==> src/rtl/pet_pkg.sv <==
package pet_pkg;

    typedef enum logic [1:0] {
        ST_IDLE  = 2'd0,
        ST_READ  = 2'd1,
        ST_WRITE = 2'd2
    } pet_state_e;

    localparam logic [1:0] SEL_CTRL = 2'd0;
    localparam logic [1:0] SEL_SRC  = 2'd1;
    localparam logic [1:0] SEL_DST  = 2'd2;

endpackage

==> src/rtl/pet_pick.sv <==
module pet_pick #(
    parameter int NCH = 8,
    localparam int CHW = $clog2(NCH)
) (
    input  logic [NCH-1:0] req,
    output logic           any,
    output logic [CHW-1:0] idx
);
    always_comb begin
        any = |req;
        idx = '0;
        for (int i = NCH - 1; i >= 0; i--) begin
            if (req[i]) idx = CHW'(i);
        end
    end
endmodule

==> src/rtl/pet_chan_bank.sv <==
module pet_chan_bank
    import pet_pkg::*;
#(
    parameter int NCH = 8,
    parameter int AW  = 16,
    parameter int CW  = 8,
    parameter int DW  = 16,
    localparam int CHW   = $clog2(NCH),
    localparam int WSTEP = DW / 8
) (
    input  logic                    clk,
    input  logic                    rst_n,
    input  logic                    cfg_we,
    input  logic [CHW-1:0]          cfg_ch,
    input  logic [1:0]              cfg_sel,
    input  logic [AW-1:0]           cfg_wdata,
    input  logic                    upd,
    input  logic [CHW-1:0]          upd_ch,
    output logic [NCH-1:0][CW-1:0]  cnt,
    output logic [NCH-1:0]          word,
    output logic [NCH-1:0]          bump_src,
    output logic [NCH-1:0][AW-1:0]  src,
    output logic [NCH-1:0][AW-1:0]  dst
);
    typedef struct packed {
        logic [NCH-1:0][CW-1:0] cnt;
        logic [NCH-1:0]         word;
        logic [NCH-1:0]         bump_src;
        logic [NCH-1:0][AW-1:0] src;
        logic [NCH-1:0][AW-1:0] dst;
    } bank_t;

    bank_t bank_d, bank_q;

    always_comb begin
        bank_d = bank_q;
        for (int c = 0; c < NCH; c++) begin
            if (upd && (upd_ch == CHW'(c))) begin
                if (bank_q.bump_src[c])
                    bank_d.src[c] = bank_q.src[c] + (bank_q.word[c] ? AW'(WSTEP) : AW'(1));
                else
                    bank_d.dst[c] = bank_q.dst[c] + (bank_q.word[c] ? AW'(WSTEP) : AW'(1));
                if (bank_q.cnt[c] != '1)
                    bank_d.cnt[c] = bank_q.cnt[c] - CW'(1);
            end
            if (cfg_we && (cfg_ch == CHW'(c))) begin
                unique case (cfg_sel)
                    SEL_CTRL: begin
                        bank_d.cnt[c]      = cfg_wdata[CW-1:0];
                        bank_d.word[c]     = cfg_wdata[CW];
                        bank_d.bump_src[c] = cfg_wdata[CW+1];
                    end
                    SEL_SRC: bank_d.src[c] = cfg_wdata;
                    SEL_DST: bank_d.dst[c] = cfg_wdata;
                    default: ;
                endcase
            end
        end
    end

    always_ff @(posedge clk) begin
        if (!rst_n) bank_q <= '0;
        else        bank_q <= bank_d;
    end

    assign cnt      = bank_q.cnt;
    assign word     = bank_q.word;
    assign bump_src = bank_q.bump_src;
    assign src      = bank_q.src;
    assign dst      = bank_q.dst;
endmodule

==> src/rtl/pet_engine.sv <==
module pet_engine
    import pet_pkg::*;
#(
    parameter int NCH = 8,
    parameter int AW  = 16,
    parameter int CW  = 8,
    parameter int DW  = 16,
    localparam int CHW = $clog2(NCH)
) (
    input  logic           clk,
    input  logic           rst_n,
    input  logic [NCH-1:0] trig_i,
    input  logic           cfg_we,
    input  logic [CHW-1:0] cfg_ch,
    input  logic [1:0]     cfg_sel,
    input  logic [AW-1:0]  cfg_wdata,
    output logic           mem_req,
    output logic           mem_we,
    output logic           mem_word,
    output logic [AW-1:0]  mem_addr,
    output logic [DW-1:0]  mem_wdata,
    input  logic [DW-1:0]  mem_rdata,
    input  logic           mem_ack,
    output logic           done_o,
    output logic [CHW-1:0] done_ch,
    output logic [NCH-1:0] irq_o
);
    typedef struct packed {
        pet_state_e     st;
        logic [CHW-1:0] ch;
        logic [DW-1:0]  data;
        logic [NCH-1:0] pend;
        logic           done;
        logic [CHW-1:0] done_ch;
        logic [NCH-1:0] irq;
    } eng_t;

    eng_t eng_d, eng_q;

    logic [NCH-1:0][CW-1:0] cnt;
    logic [NCH-1:0]         word;
    logic [NCH-1:0]         bump_src;
    logic [NCH-1:0][AW-1:0] src;
    logic [NCH-1:0][AW-1:0] dst;
    logic                   pick_any;
    logic [CHW-1:0]         pick_idx;
    logic                   upd;

    pet_pick #(.NCH(NCH)) u_pick (
        .req (eng_q.pend),
        .any (pick_any),
        .idx (pick_idx)
    );

    pet_chan_bank #(.NCH(NCH), .AW(AW), .CW(CW), .DW(DW)) u_bank (
        .clk       (clk),
        .rst_n     (rst_n),
        .cfg_we    (cfg_we),
        .cfg_ch    (cfg_ch),
        .cfg_sel   (cfg_sel),
        .cfg_wdata (cfg_wdata),
        .upd       (upd),
        .upd_ch    (eng_q.ch),
        .cnt       (cnt),
        .word      (word),
        .bump_src  (bump_src),
        .src       (src),
        .dst       (dst)
    );

    always_comb begin
        eng_d      = eng_q;
        eng_d.done = 1'b0;
        eng_d.irq  = '0;
        upd        = 1'b0;
        unique case (eng_q.st)
            ST_IDLE: begin
                if (pick_any) begin
                    eng_d.pend[pick_idx] = 1'b0;
                    if (cnt[pick_idx] == '0) begin
                        eng_d.irq[pick_idx] = 1'b1;
                    end else begin
                        eng_d.ch = pick_idx;
                        eng_d.st = ST_READ;
                    end
                end
            end
            ST_READ: begin
                if (mem_ack) begin
                    eng_d.data = word[eng_q.ch] ? mem_rdata
                                                : {{(DW-8){1'b0}}, mem_rdata[7:0]};
                    eng_d.st   = ST_WRITE;
                end
            end
            ST_WRITE: begin
                if (mem_ack) begin
                    upd           = 1'b1;
                    eng_d.done    = 1'b1;
                    eng_d.done_ch = eng_q.ch;
                    eng_d.st      = ST_IDLE;
                end
            end
            default: eng_d.st = ST_IDLE;
        endcase
        eng_d.pend = eng_d.pend | trig_i;
    end

    always_ff @(posedge clk) begin
        if (!rst_n) eng_q <= '{st: ST_IDLE, default: '0};
        else        eng_q <= eng_d;
    end

    assign mem_req   = (eng_q.st == ST_READ) || (eng_q.st == ST_WRITE);
    assign mem_we    = (eng_q.st == ST_WRITE);
    assign mem_word  = word[eng_q.ch];
    assign mem_addr  = (eng_q.st == ST_WRITE) ? dst[eng_q.ch] : src[eng_q.ch];
    assign mem_wdata = eng_q.data;
    assign done_o    = eng_q.done;
    assign done_ch   = eng_q.done_ch;
    assign irq_o     = eng_q.irq;
endmodule

==> config.mk <==
export PLATFORM = sky130hd
export DESIGN_NAME = pet_engine
export DESIGN_NICKNAME = d
export VERILOG_FILES = /design/src/rtl/pet_pkg.sv /design/src/rtl/pet_pick.sv /design/src/rtl/pet_chan_bank.sv /design/src/rtl/pet_engine.sv
export SDC_FILE = /design/constraint.sdc
export NUM_CORES = 1
export LEC_CHECK = 0
export ABC_AREA = 1
export BUFFER_PORTS_ARGS = -buffer_cell sky130_fd_sc_hd__buf_4
export CAP_MARGIN = 10
export CORE_ASPECT_RATIO = 0.5
export CORE_MARGIN = 2
export CORE_UTILIZATION = 31
export CTS_CLUSTER_SIZE = 12
export DETAILED_ROUTE_END_ITERATION = 10
export PLACE_DENSITY = 0.46
export SETUP_SLACK_MARGIN = 0.5
export SLEW_MARGIN = 40
export SYNTH_ARGS = -nofsm -noshare
export SYNTH_HDL_FRONTEND = slang
export SYNTH_SLANG_ARGS = --single-unit
==> constraint.sdc <==
create_clock -name clk -period 3.5 [get_ports clk]
set_input_delay 0.35 -clock clk [delete_from_list [all_inputs] [get_ports clk]]
set_output_delay 0.35 -clock clk [all_outputs]
set_load 0.005 [all_outputs]
# == After elaboration in Yosys (flattened, before gate mapping) ==
# Cells that the tools add are included.
# word_totals
output_inout_bits,47
elab_cells,280
latch_bits,0
n_memories,0
reg_bits,377
rom_bits,0
mem_bits_rw,0
# classes
order_cmp,3
n_div,0
eq_ne,30
n_addsub,24
mux,134
shift,0
mul,0
n_reduce_logical,38
bitwise_logic,4
# op_table
op,n
$mux 16,68
$mux 8,35
$add 16x16->16,16
$bmux 16 s3,2
$ne 8x8->1 const B,8
$sub 8x1->8 const B,8
$bmux 8 s3,1
$eq 3x3->1 const B,8
$mux 3,8
$reduce_and 2->1,11
$mux 2,10
$logic_and 1x1->1,17
$eq 3x2->1 const B,4
$mux 5,2
$and 8x8->8,1
$logic_not 8->1,1
$lt 3x4->1 const B,2
$not 8->8,1
$or 8x8->8,1
$reduce_and 4->1,2
$reduce_or 8->1,1
$eq 3x1->1 const B,2
$logic_not 3->1,2
$ne 2x2->1 const B,3
other kinds (13),19

# == Depth between registers and ports, before layout ==
# logic_depth
ltp_word,17
mapped_depth,18
depth_no_buf,18

# == Hierarchy ==
# A second synthesis with hierarchy kept.
# hier_totals
hier_cells,4026
hier_area_um2,25335.5
# modules_own_cells
mod,cells_per_inst,area_per_inst_um2,instances,seq_area_each_um2
pet_chan_bank,3301,20840.0,1,6726.5
pet_engine,703,4396.7,1,820.8
pet_pick,22,98.8,1,0.0

# == Worst setup path before layout ==
# Ideal clock, no wire load.
# synth_timing
path_kind,reg-to-reg
start,register u_bank.bank_q (netlist bit u_bank.word[4])
end,register u_bank.bank_q (netlist bit u_bank.src[78])
t_arrival_ns,2.342
setup_slack_ns,1.087
setup_ns,0.070
stages_incl_launch_ff,12
n_path_buf,0
cell_sequence,dfxtp_1 inv_1 ha_1 inv_1 fa_1 nor4_1 nand4_2 nor3_2 nand4_1 xor2_1 or2_1 a21oi_1
# synth_between
elab_chain_len,6
# synth_rtl
item,line,source
start: declaration,pet_chan_bank.sv:33,"bank_t bank_d, bank_q;"
start signal: assignment,pet_chan_bank.sv:63,else bank_q <= bank_d;
$mux 2 (*),pet_chan_bank.sv:40,bank_d.src[c] = bank_q.src[c] + (bank_q.word[c] ? AW'(WSTEP) : AW'(1));
$add 16x16->16 (*),pet_chan_bank.sv:40,
$mux 16 (*),pet_chan_bank.sv:39,if (bank_q.bump_src[c])
$mux 16 (*),pet_chan_bank.sv:38,if (upd && (upd_ch == CHW'(c))) begin
$mux 16,pet_chan_bank.sv:47,unique case (cfg_sel)
$mux 16 (*),pet_chan_bank.sv:46,if (cfg_we && (cfg_ch == CHW'(c))) begin
# Every way passes the cells marked *; elsewhere a longest branch is shown, timed or not.
# A chain may end at the register's enable or synchronous reset.

# == Final worst setup path ==
# layout_timing
start,register eng_q[37] (netlist name)
end,output port mem_addr[10]
# layout_between
elab_chain_len,3
elab_cells_between_ends,5
classes_between,5 x mux
# layout_rtl
item,line,source
start: declaration,pet_engine.sv:38,"eng_t eng_d, eng_q;"
start signal: assignment,pet_engine.sv:110,else eng_q <= eng_d;
$bmux 16 s3,pet_engine.sv:116,assign mem_addr = (eng_q.st == ST_WRITE) ? dst[eng_q.ch] : src[eng_q.ch];
$mux 16 (not written as such),pet_engine.sv:116,
$mux 16 (*),pet_engine.sv:116,
end: declaration,pet_engine.sv:20,"output logic [AW-1:0] mem_addr,"
# Every way passes the cells marked *; elsewhere a longest branch is shown, timed or not. The select of a mux whose other input is x is not followed.

==> reports/results.tsv <==
metric	value	unit
post-synthesis cell type count	60	
share of cells above drive strength 1	11.1	%
Starting Density	31.2	%
Hold Path Cell Cnt	3	
maximum clock rate	333	MHz
critical path class	flip-flop to primary output	
sequential share of the synthesized area	32.2	%
unrepaired setup endpoints after global routing	yes	
skew final	16.6	ps
Mapped Area	23400	sq um
syn_area_per_cell	6.98	sq um
Power Density	394	nW/um^2
Seq pwr share	41.6	%
final HPWL from detailed placement	72000	um
Die Area	77900	sq um
DP Area	25400	sq um
port buffer count	95	
# H-tree levels	2	
WL per Instance	22.4	um
CTS Buf Count	42	
leakage	10.6	nW
largest net degree at the start of global routing	115	
Via Count	23400	
Worst VDD drop	281	uV
max incr delay on CP	390	ps
Synth Instances	3353	
Crit. End Element	primary output	
antenna viol nets, final	0	
Clock Power Share	43.5	%
Worst Path Required	3150	ps
CTS tree	done	
Synth Net Count	3469	
CTS Buffer Depth	3	
Gate power share	14.9	%
DR iter-0 viols	2403	
fill cell count	8154	
post-layout net count	3540	
Critical Path Stages	10	
P&R area growth vs syn	16.3	%
Yosys top cell area share	32.2	%
Worst-Skew Late Latency	600	ps
Relative slew margins	44.7	%
setup TNS	0	ps
Die X	393	um
final core occ	36.3	%
Arr. time, crit path	2650	ps
most frequent cells in the layout	nand2_1 (540), inv_1 (491), dfxtp_1 (375)	
IO Pins	96	
Synth area leaders	dfxtp_1 (32%), nand2_1 (8.7%), inv_1 (8.0%)	
via/cell ratio	5.24	
worst hold slack	32.9	ps
total core area	75000	sq um
MaxCap Viol Count	0	
clk sinks	377	
Hold Vio Cnt, Final	0	
status	complete, no violations	
Yosys warning count	0	
Crit-path slowest cell	dfxtp_4	
gr ovfl total	0	
Die H	198	um
Root Buffer	clkbuf_16	
Synth Register Bits	377	
RePlAce Congestion	0.929	
Remaining DRCs	0	
commonest non-fill, non-tap cell in the layout	nand2_1	
Final Non-Filler Cells	4477	
first-pass GRT wire length	146000	um
final setup violating endpoints	0	
clock transition at the registers of the reported paths	60	ps
Largest delay share family, worst path	compound AO/OA/AOI/OAI gates	
vias in the first global route	21600	
CP bufs+invs	4	
Slew Viols, Final	0	
FP Rows	71	
critical path startpoint category	flip-flop	
Design Area, Final	27200	sq um
Cells after DPL	4377	
initial antenna violation count	6	
worst-path cell chain	inv_1 -> nor2_4 -> inv_4 -> buf_4 -> o22ai_1 -> a221oi_2 -> a21oi_1 -> o21ai_0 -> nand2_1 -> buf_4	
sw power	3.24	mW
minimum clock period	3000	ps
switching portion of total power	30.2	%
GRT Util Overall	25.3	%
asr flop ratio synth	0	%
worst-case reg-to-reg path depth	11	
Synth Flop Type	dfxtp_1	
part of the cycle the worst path needs	85.8	%
final wirelength	100000	um
most used cell, CP	buf_4	
top cell type by total area after synthesis	dfxtp_1	
first-pass detailed-route iteration total	5	
number of synthesized flops with an enable pin	0	
Worst Tran Pin Value	829	ps
P_int	7.48	mW
Worst Path Max Fanout	11	
Hold Path Class	input pin to flip-flop	
[flip-flops by register name, indices dropped and copies added, names as in the netlist]
| signal | flops |
|---|---|
| irq_o | 8 |
| u_bank.src | 128 |
| u_bank.word | 8 |
| mem_wdata | 16 |
| u_bank.bump_src | 8 |
| u_bank.dst | 128 |
| done_o | 1 |
| done_ch | 3 |
| u_bank.cnt | 64 |
| eng_q | 13 |
[layer usage]
metal | global-route usage (%) | vias up | share of wire [%]
met5 | 0 | - | 0.013
met4 | 7.95 | 2 | 3.1
li1 | - | 11300 | -
met3 | 5.81 | 152 | 8.7
met2 | 38.5 | 904 | 43
met1 | 35.1 | 11100 | 46
[layout make-up]
cell class                 instances  area (sq um)  area share, %
clock buffer                      70          1330           4.88
sequential                       377          7550           27.7
tap                             1022          1280           4.70
antenna                            1          2.50        0.00919
inverter                         521          1980           7.27
clock inverter                     4          45.0          0.165
timing repair buffer             202          1710           6.29
multi-input combinational       2280         13300           48.9
[cell families after synthesis]
kind of cell	count (synthesis)	synth area share (%)
AOI/OAI and AO/OA	809	20.4
buffers and inverters	696	11.7
xor gates and xnor gates	193	7.22
and+or+nand+nor	1193	23.6
adders and majority gates	67	4.09
DFF	377	32.2
muxes	18	0.791
[Yosys cell counts (27+ instances only)]
cell and number:
a221oi_1 33, a21oi_1 295, o21ai_0 227, o211ai_1 107
nand3_1 139, o22ai_1 58, nand4_1 68, xor2_1 164
xnor2_1 29, buf_4 27, nand2_1 541, nor3_1 95
nor2_1 227, inv_1 501, clkbuf_1 136, dfxtp_1 377
ha_1 51
[through the flow]
stage | power, mW | setup slack, ps
after floorplan | 5.26 | 1090
after global placement | 6.01 | 426
after detailed placement | 6.02 | 389
after CTS | 10.7 | 456
after global routing | 11.1 | 447
final | 10.7 | 496
[power by group through the flow]
stage	Clock (mW)	Sequential, mW	Combinational (mW)
after global routing	4.91	4.47	1.67
after floorplan	0	4.52	0.735
after CTS	4.74	4.46	1.51
final	4.66	4.46	1.60
after global placement	0	4.55	1.46
after detailed placement	0	4.55	1.47
[repair_timing]
action,4_1_cts,5_1_grt
hold buffers,23,0
buffers inserted,0,1
cloned,0,1
endpoints found under the hold margin,23,0
resized for setup,25,42
endpoints found under the setup margin,20,44
pin swaps,0,7
[tightest hold or removal path, stage by stage]
cell and delay [ps]:
buf_4 70, o21ai_0 70, nor2_1 90
[path summary, 6_finish.rpt]
| kind | start | endpoint | slack, ps |
|---|---|---|---|
| max | eng_q[37] | mem_addr[10] | 500 |
| min | mem_rdata[0] | mem_wdata[0] | 30 |
| max reg2reg | u_bank.word[1] | u_bank.src[30] | 660 |
| min reg2reg | mem_wdata[6] | mem_wdata[6] | 490 |
(Power assumes the default switching activity.)
